File: config.mk
export PLATFORM = sky130hd
export DESIGN_NAME = irq_route_table
export DESIGN_NICKNAME = d
export VERILOG_FILES = /design/src/rtl/irq_route_table.sv
export SDC_FILE = /design/constraint.sdc
export NUM_CORES = 2
export LEC_CHECK = 0
export CAP_MARGIN = 20
export CORE_MARGIN = 3
export CORE_UTILIZATION = 30
export CTS_CLUSTER_SIZE = 28
export DETAILED_ROUTE_END_ITERATION = 6
export HOLD_SLACK_MARGIN = 0.05
export SLEW_MARGIN = 10
export SYNTH_ARGS = -nofsm -noshare
export SYNTH_HDL_FRONTEND = slang
export SYNTH_SLANG_ARGS = --single-unit
export TNS_END_PERCENT = 100
File: constraint.sdc
create_clock -name clk -period 5.3 [get_ports clk]
set_input_delay 1.06 -clock clk [delete_from_list [all_inputs] [get_ports clk]]
set_output_delay 1.06 -clock clk [all_outputs]
set_load 0.02 [all_outputs]
File: src/rtl/irq_route_table.sv
module irq_route_table #(
  parameter int NUM_PINS = 24,
  parameter int IDX_W = 8,
  parameter logic [7:0] VERSION = 8'h11,
  localparam int PIN_W = $clog2(NUM_PINS)
) (
  input  logic                clk,
  input  logic                rst_n,
  input  logic                acc_en,
  input  logic                acc_wr,
  input  logic [4:0]          acc_addr,
  input  logic [31:0]         acc_wdata,
  output logic [31:0]         acc_rdata,
  input  logic [NUM_PINS-1:0] irq_in,
  output logic                dlv_valid,
  input  logic                dlv_ready,
  output logic [PIN_W-1:0]    dlv_pin,
  output logic [7:0]          dlv_dest,
  output logic                dlv_dest_mode,
  output logic [2:0]          dlv_mode,
  output logic [7:0]          dlv_vector,
  output logic                dlv_polarity,
  output logic                dlv_trigger
);
  localparam logic [IDX_W-1:0] ENT_LO  = IDX_W'(16);
  localparam logic [IDX_W-1:0] ENT_END = IDX_W'(16 + 2 * NUM_PINS);

  logic [IDX_W-1:0]    sel_q;
  logic [7:0]          id_q;
  logic [63:0]         ent_q [NUM_PINS];
  logic [NUM_PINS-1:0] irq_d, edge_pend, lvl_v, req, take, req_eff;
  logic [PIN_W-1:0]    pick;
  logic                any;

  wire             wr_sel  = acc_en & acc_wr & (acc_addr == 5'h00);
  wire             wr_win  = acc_en & acc_wr & (acc_addr == 5'h10);
  wire             in_tab  = (sel_q >= ENT_LO) && (sel_q < ENT_END);
  wire [IDX_W-1:0] ent_off = sel_q - ENT_LO;
  wire [PIN_W-1:0] sel_pin = PIN_W'(ent_off >> 1);
  wire             hs      = dlv_valid & dlv_ready;

  always_comb begin
    acc_rdata = '0;
    if (acc_addr == 5'h00)
      acc_rdata = 32'(sel_q);
    else if (acc_addr == 5'h10) begin
      if (sel_q == '0)
        acc_rdata = {id_q, 24'h0};
      else if (sel_q == IDX_W'(1))
        acc_rdata = {8'h0, 8'(NUM_PINS - 1), 8'h0, VERSION};
      else if (in_tab)
        acc_rdata = sel_q[0] ? ent_q[sel_pin][63:32] : ent_q[sel_pin][31:0];
    end
  end

  for (genvar p = 0; p < NUM_PINS; p++) begin : g_pin
    assign lvl_v[p]   = ent_q[p][15];
    assign req[p]     = !ent_q[p][16] && (lvl_v[p] ? irq_in[p] : edge_pend[p]);
    assign take[p]    = hs && !dlv_trigger && (dlv_pin == PIN_W'(p));
    assign req_eff[p] = req[p] && !take[p];
  end

  always_comb begin
    pick = '0;
    any  = 1'b0;
    for (int p = NUM_PINS - 1; p >= 0; p--)
      if (req_eff[p]) begin
        pick = PIN_W'(p);
        any  = 1'b1;
      end
  end

  always_ff @(posedge clk or negedge rst_n) begin
    if (!rst_n) begin
      sel_q     <= '0;
      id_q      <= '0;
      irq_d     <= '0;
      edge_pend <= '0;
      for (int p = 0; p < NUM_PINS; p++) ent_q[p] <= 64'h0000_0000_0001_0000;
    end else begin
      irq_d <= irq_in;
      if (wr_sel) sel_q <= acc_wdata[IDX_W-1:0];
      if (wr_win && sel_q == '0) id_q <= acc_wdata[31:24];
      for (int p = 0; p < NUM_PINS; p++) begin
        if (wr_win && in_tab && sel_pin == PIN_W'(p)) begin
          if (sel_q[0]) ent_q[p][63:32] <= acc_wdata;
          else          ent_q[p][31:0]  <= acc_wdata;
        end
        if (irq_in[p] && !irq_d[p] && !lvl_v[p]) edge_pend[p] <= 1'b1;
        else if (take[p] || lvl_v[p])             edge_pend[p] <= 1'b0;
      end
    end
  end

  always_ff @(posedge clk or negedge rst_n) begin
    if (!rst_n) begin
      dlv_valid     <= 1'b0;
      dlv_pin       <= '0;
      dlv_dest      <= '0;
      dlv_dest_mode <= 1'b0;
      dlv_mode      <= '0;
      dlv_vector    <= '0;
      dlv_polarity  <= 1'b0;
      dlv_trigger   <= 1'b0;
    end else if (!dlv_valid || dlv_ready) begin
      dlv_valid     <= any;
      dlv_pin       <= pick;
      dlv_dest      <= ent_q[pick][63:56];
      dlv_dest_mode <= ent_q[pick][11];
      dlv_mode      <= ent_q[pick][10:8];
      dlv_vector    <= ent_q[pick][7:0];
      dlv_polarity  <= ent_q[pick][13];
      dlv_trigger   <= ent_q[pick][15];
    end
  end
endmodule

==> flow_metrics.py <==
metrics = {
    "outcome": {
        "run_status": "complete, no violations",
    },
    "worst_setup_path": {
        "worst_path_largest_cell_delay_ps": 650,
        "setup.worst_path.class": "register to output port",
        "required_time_of_the_worst_setup_path_ps": 4240,
        "crit_path_top_delay_cell": "sky130_fd_sc_hd__clkdlybuf4s50_1",
        "crit_fanout": 21,
        "cp-end-kind": "output port",
        "worstPathCellList": "inv_6, ha_4, nand2b_4, buf_4, o21ai_0, a21oi_1, o21ai_0, clkdlybuf4s50_1",
        "crit_path_start_kind": "register",
        "crit_top_cell": "sky130_fd_sc_hd__o21ai_0",
        "cp_data_arrival_time_ps": 4140,
    },
    "timing": {
        "post_route_clock_period_utilization": 0.981,
        "final_critical_path_setup_slack_ps": 102,
        "tightestPinTransition_ps": 1050,
        "period_minus_slack_ps": 5200,
        "report.final.hold_viol_count": 0,
        "fin_setup_tns_ps": 0,
        "final-max-slew-violation-count": 0,
        "fmaxAchievable_mhz": 192,
        "clock-skew-final_ps": 35.4,
        "relSlewSlack": 0.301,
        "setup_viol": 0,
        "setup_repair_after_global_routing_missed_its_margin": "false",
    },
    "global_routing": {
        "grt_start_max_net_pins": 162,
        "grt_antenna_before_repair": 10,
        "grt_first_pass_wirelength_um": 367000,
        "track_usage": 0.183,
        "grt_remaining_overflow": 0,
        "vias_in_the_first_global_route": 51600,
    },
    "finish": {
        "final_common_cell": "sky130_fd_sc_hd__dfrtp_1",
        "layout_common_cells": "1599 x sky130_fd_sc_hd__dfrtp_1, 1482 x sky130_fd_sc_hd__mux2_2, 454 x sky130_fd_sc_hd__mux4_2, 371 x sky130_fd_sc_hd__mux2i_1, 231 x sky130_fd_sc_hd__buf_4",
        "syn2layout_area_growth_pct": 16.0,
        "drive_gt1_frac": 0.472,
        "fillCellCount": 25000,
        "postLayoutCellArea_mm2": 0.0921,
        "final_cell_count_no_fill": 9100,
        "finish.net_count": 5508,
    },
    "job": {
        "drv.max_cap_violation_count": 0,
    },
    "logic_synthesis": {
        "yosysTopAreaCell": "sky130_fd_sc_hd__dfrtp_1",
        "synth-seq-cells": 1628,
        "share_of_flip_flops_with_an_asynchronous_set_or_reset_after_synthesis": 1.00,
        "synth_area_per_cell_um2": 14.8,
        "synth_seq_area_share": 0.514,
        "synthesis.instances": 5373,
        "synth_nets": 5441,
        "yosys-top-cells-area": "sky130_fd_sc_hd__dfrtp_1 51%, sky130_fd_sc_hd__mux2_2 21%, sky130_fd_sc_hd__mux4_2 13%",
        "synth.top_cell.area_share": 0.506,
        "number_of_synthesized_flops_with_an_enable_pin": 0,
        "syn_area_mm2": 0.0794,
        "dominantRegCellSynth": "sky130_fd_sc_hd__dfrtp_1",
        "count_of_distinct_cell_types_in_the_synthesized_netlist": 73,
        "yosysWarnings": 0,
    },
    "cts": {
        "cts_buffers": 177,
        "cts_stage_hold_buffer_count": 0,
        "tritoncts": "built",
        "clk_pin_slew_worst_paths_ps": 70,
        "clockBufferDepth": 3,
        "numClockSinks": 1628,
        "clock-root-buffer": "sky130_fd_sc_hd__clkbuf_16",
        "worst_skew_late_latency_ps": 860,
        "htreeDepth": 4,
    },
    "pwr": {
        "powerDensity_mw_per_mm2": 342,
        "total_power_mw": 31.5,
        "power.internal_mw": 22.3,
        "vdd_ir_drop_max_mv": 0.322,
        "clock_power_share": 0.406,
        "netSwitchingPower_mw": 9.17,
        "comb_power_share": 0.189,
        "share_seq_of_total_power": 0.405,
        "total_leakage_power_nw": 42.1,
        "sw_frac_of_total": 0.291,
    },
    "placement": {
        "port-buffer-count": 125,
        "placed_cell_area_mm2": 0.0858,
        "place_ws_ps": 126,
        "gpl.final_weighted_congestion": 0.838,
        "dp_hpwl_um": 155000,
        "numPlacedInstances": 8760,
    },
    "routing": {
        "vias_per_cell": 5.40,
        "drt_pre_antenna_iters": 6,
        "wl_um": 250000,
        "drt_first_iter_violations": 4082,
        "total_vias_in_the_final_route": 49100,
        "ant_nets": 0,
        "detail_route.wl_per_cell_um": 27.4,
        "drc": 0,
    },
    "floorplanning": {
        "floorplan.die.height_um": 520,
        "coreArea_mm2": 0.263,
        "die_area_mm2": 0.271,
        "start_util": 0.302,
        "dieWidth_um": 520,
        "rows": 188,
        "boundaryPins": 126,
    },
    "min_path": {
        "holdCritPathClass": "input pin to async pin",
    },
}
==> state kept, by name (all words and copies together) (netlist names) <==
register       flops
dlv_mode           3
dlv_valid          1
irq_d             24
dlv_trigger        1
dlv_dest           8
edge_pend         24
id_q               8
dlv_dest_mode      1
dlv_vector         8
dlv_pin            5
sel_q              8
ent_q           1536
dlv_polarity       1
==> worst max-delay path: cells and delay by family, from the launching register on <==
kind | cells | cell delay, ps
flip-flops | 1 | 520
buffers and inverters | 3 | 1320
AND/OR/NAND/NOR | 1 | 390
AO/OA/AOI/OAI | 3 | 770
adder cells (fa/ha/maj) | 1 | 270
==> synthesized netlist by cell type, drive strengths merged, types with 3 or more instances <==
library cell and instances:
buf 260, o32ai 19, nand2 174, a2bb2oi 17, a22oi 8, nor4 3
clkbuf 256, a21oi 99, and2 13, inv 4, o31ai 8, nor2 92
o211ai 11, a211oi 18, o32a 5, or3 3, a22o 6, mux4 454
dfrtp 1604, nor3b 4, mux2 1577, o21bai 18, o21ai 77, nor2b 11
a222oi 3, o22ai 52, a2111oi 17, or2 12, nor3 33, dfstp 24
nand4 8, nand3 29, and3 11, mux2i 371, o21a 3, nand2b 35
o41ai 4
==> final cells by class <==
class | instances | area [um^2] | area share
antenna | 4 | 10.0 | 0.000109
timing repair buffer | 404 | 4240 | 0.0461
clock inverter | 58 | 833 | 0.00905
multi-input combinational | 3224 | 36700 | 0.398
tap | 3515 | 4400 | 0.0478
inverter | 5 | 23.8 | 0.000258
sequential | 1628 | 40800 | 0.443
clock buffer | 262 | 5160 | 0.0560
==> routing by layer <==
metal	vias up	wire length, um	GRT usage	share of wire
met1	26900	106000	0.245	0.43
met5	-	0	0	0
met3	419	14000	0.0304	0.056
met2	1508	119000	0.297	0.48
met4	0	10100	0.0685	0.041
li1	20300	-	-	-
==> through the flow <==
step / utilization / hold WS [ps]
after floorplan: - / 452
after global placement: 0.327 / 462
after detailed placement: 0.327 / 471
after CTS: 0.350 / 190
after global routing: 0.351 / 214
final: 0.351 / 192
==> worst paths after layout <==
check                                       start                       to  slack, ps  depth (start not counted)
min                                         rst_n   ent_q[734]$_DFFE_PN0P_        190                          1
min in group clk           ent_q[844]$_DFFE_PN0P_   ent_q[844]$_DFFE_PN0P_        480                          1
max reg2reg                  sel_q[1]$_DFFE_PN0P_  ent_q[1331]$_DFFE_PN0P_        940                         11
max in group asynchronous                   rst_n   ent_q[845]$_DFFE_PN0P_       3640                          2
max                          sel_q[4]$_DFFE_PN0P_            acc_rdata[27]        100                          8
min reg2reg                ent_q[844]$_DFFE_PN0P_   ent_q[844]$_DFFE_PN0P_        480                          1
==> what timing repair did <==
item / in CTS / in global routing
gates cloned: 1 / 0
resized for setup: 5 / 4
buffers inserted: 11 / 0
setup endpoints to repair: 21 / 8
==> cells by family after synthesis <==
| kind of cell | synth area share |
|---|---|
| muxes | 0.399 |
| DFF | 0.514 |
| buffers and inverters | 0.0292 |
| and+or+nand+nor | 0.0261 |
| AOI/OAI and AO/OA | 0.0313 |
| adders and majority gates | 0.000315 |
==> power groups by stage <==
stage	sequential (mW)	combinational, mW	clock, mW
5_1_grt	12.7	6.22	13.6
3_5_place_dp	13.0	5.84	0
6_report	12.7	5.94	12.8
2_1_floorplan	12.9	3.77	0
4_1_cts	12.7	5.93	13.1
3_3_place_gp	13.0	5.80	0
(Power assumes the default switching activity.)
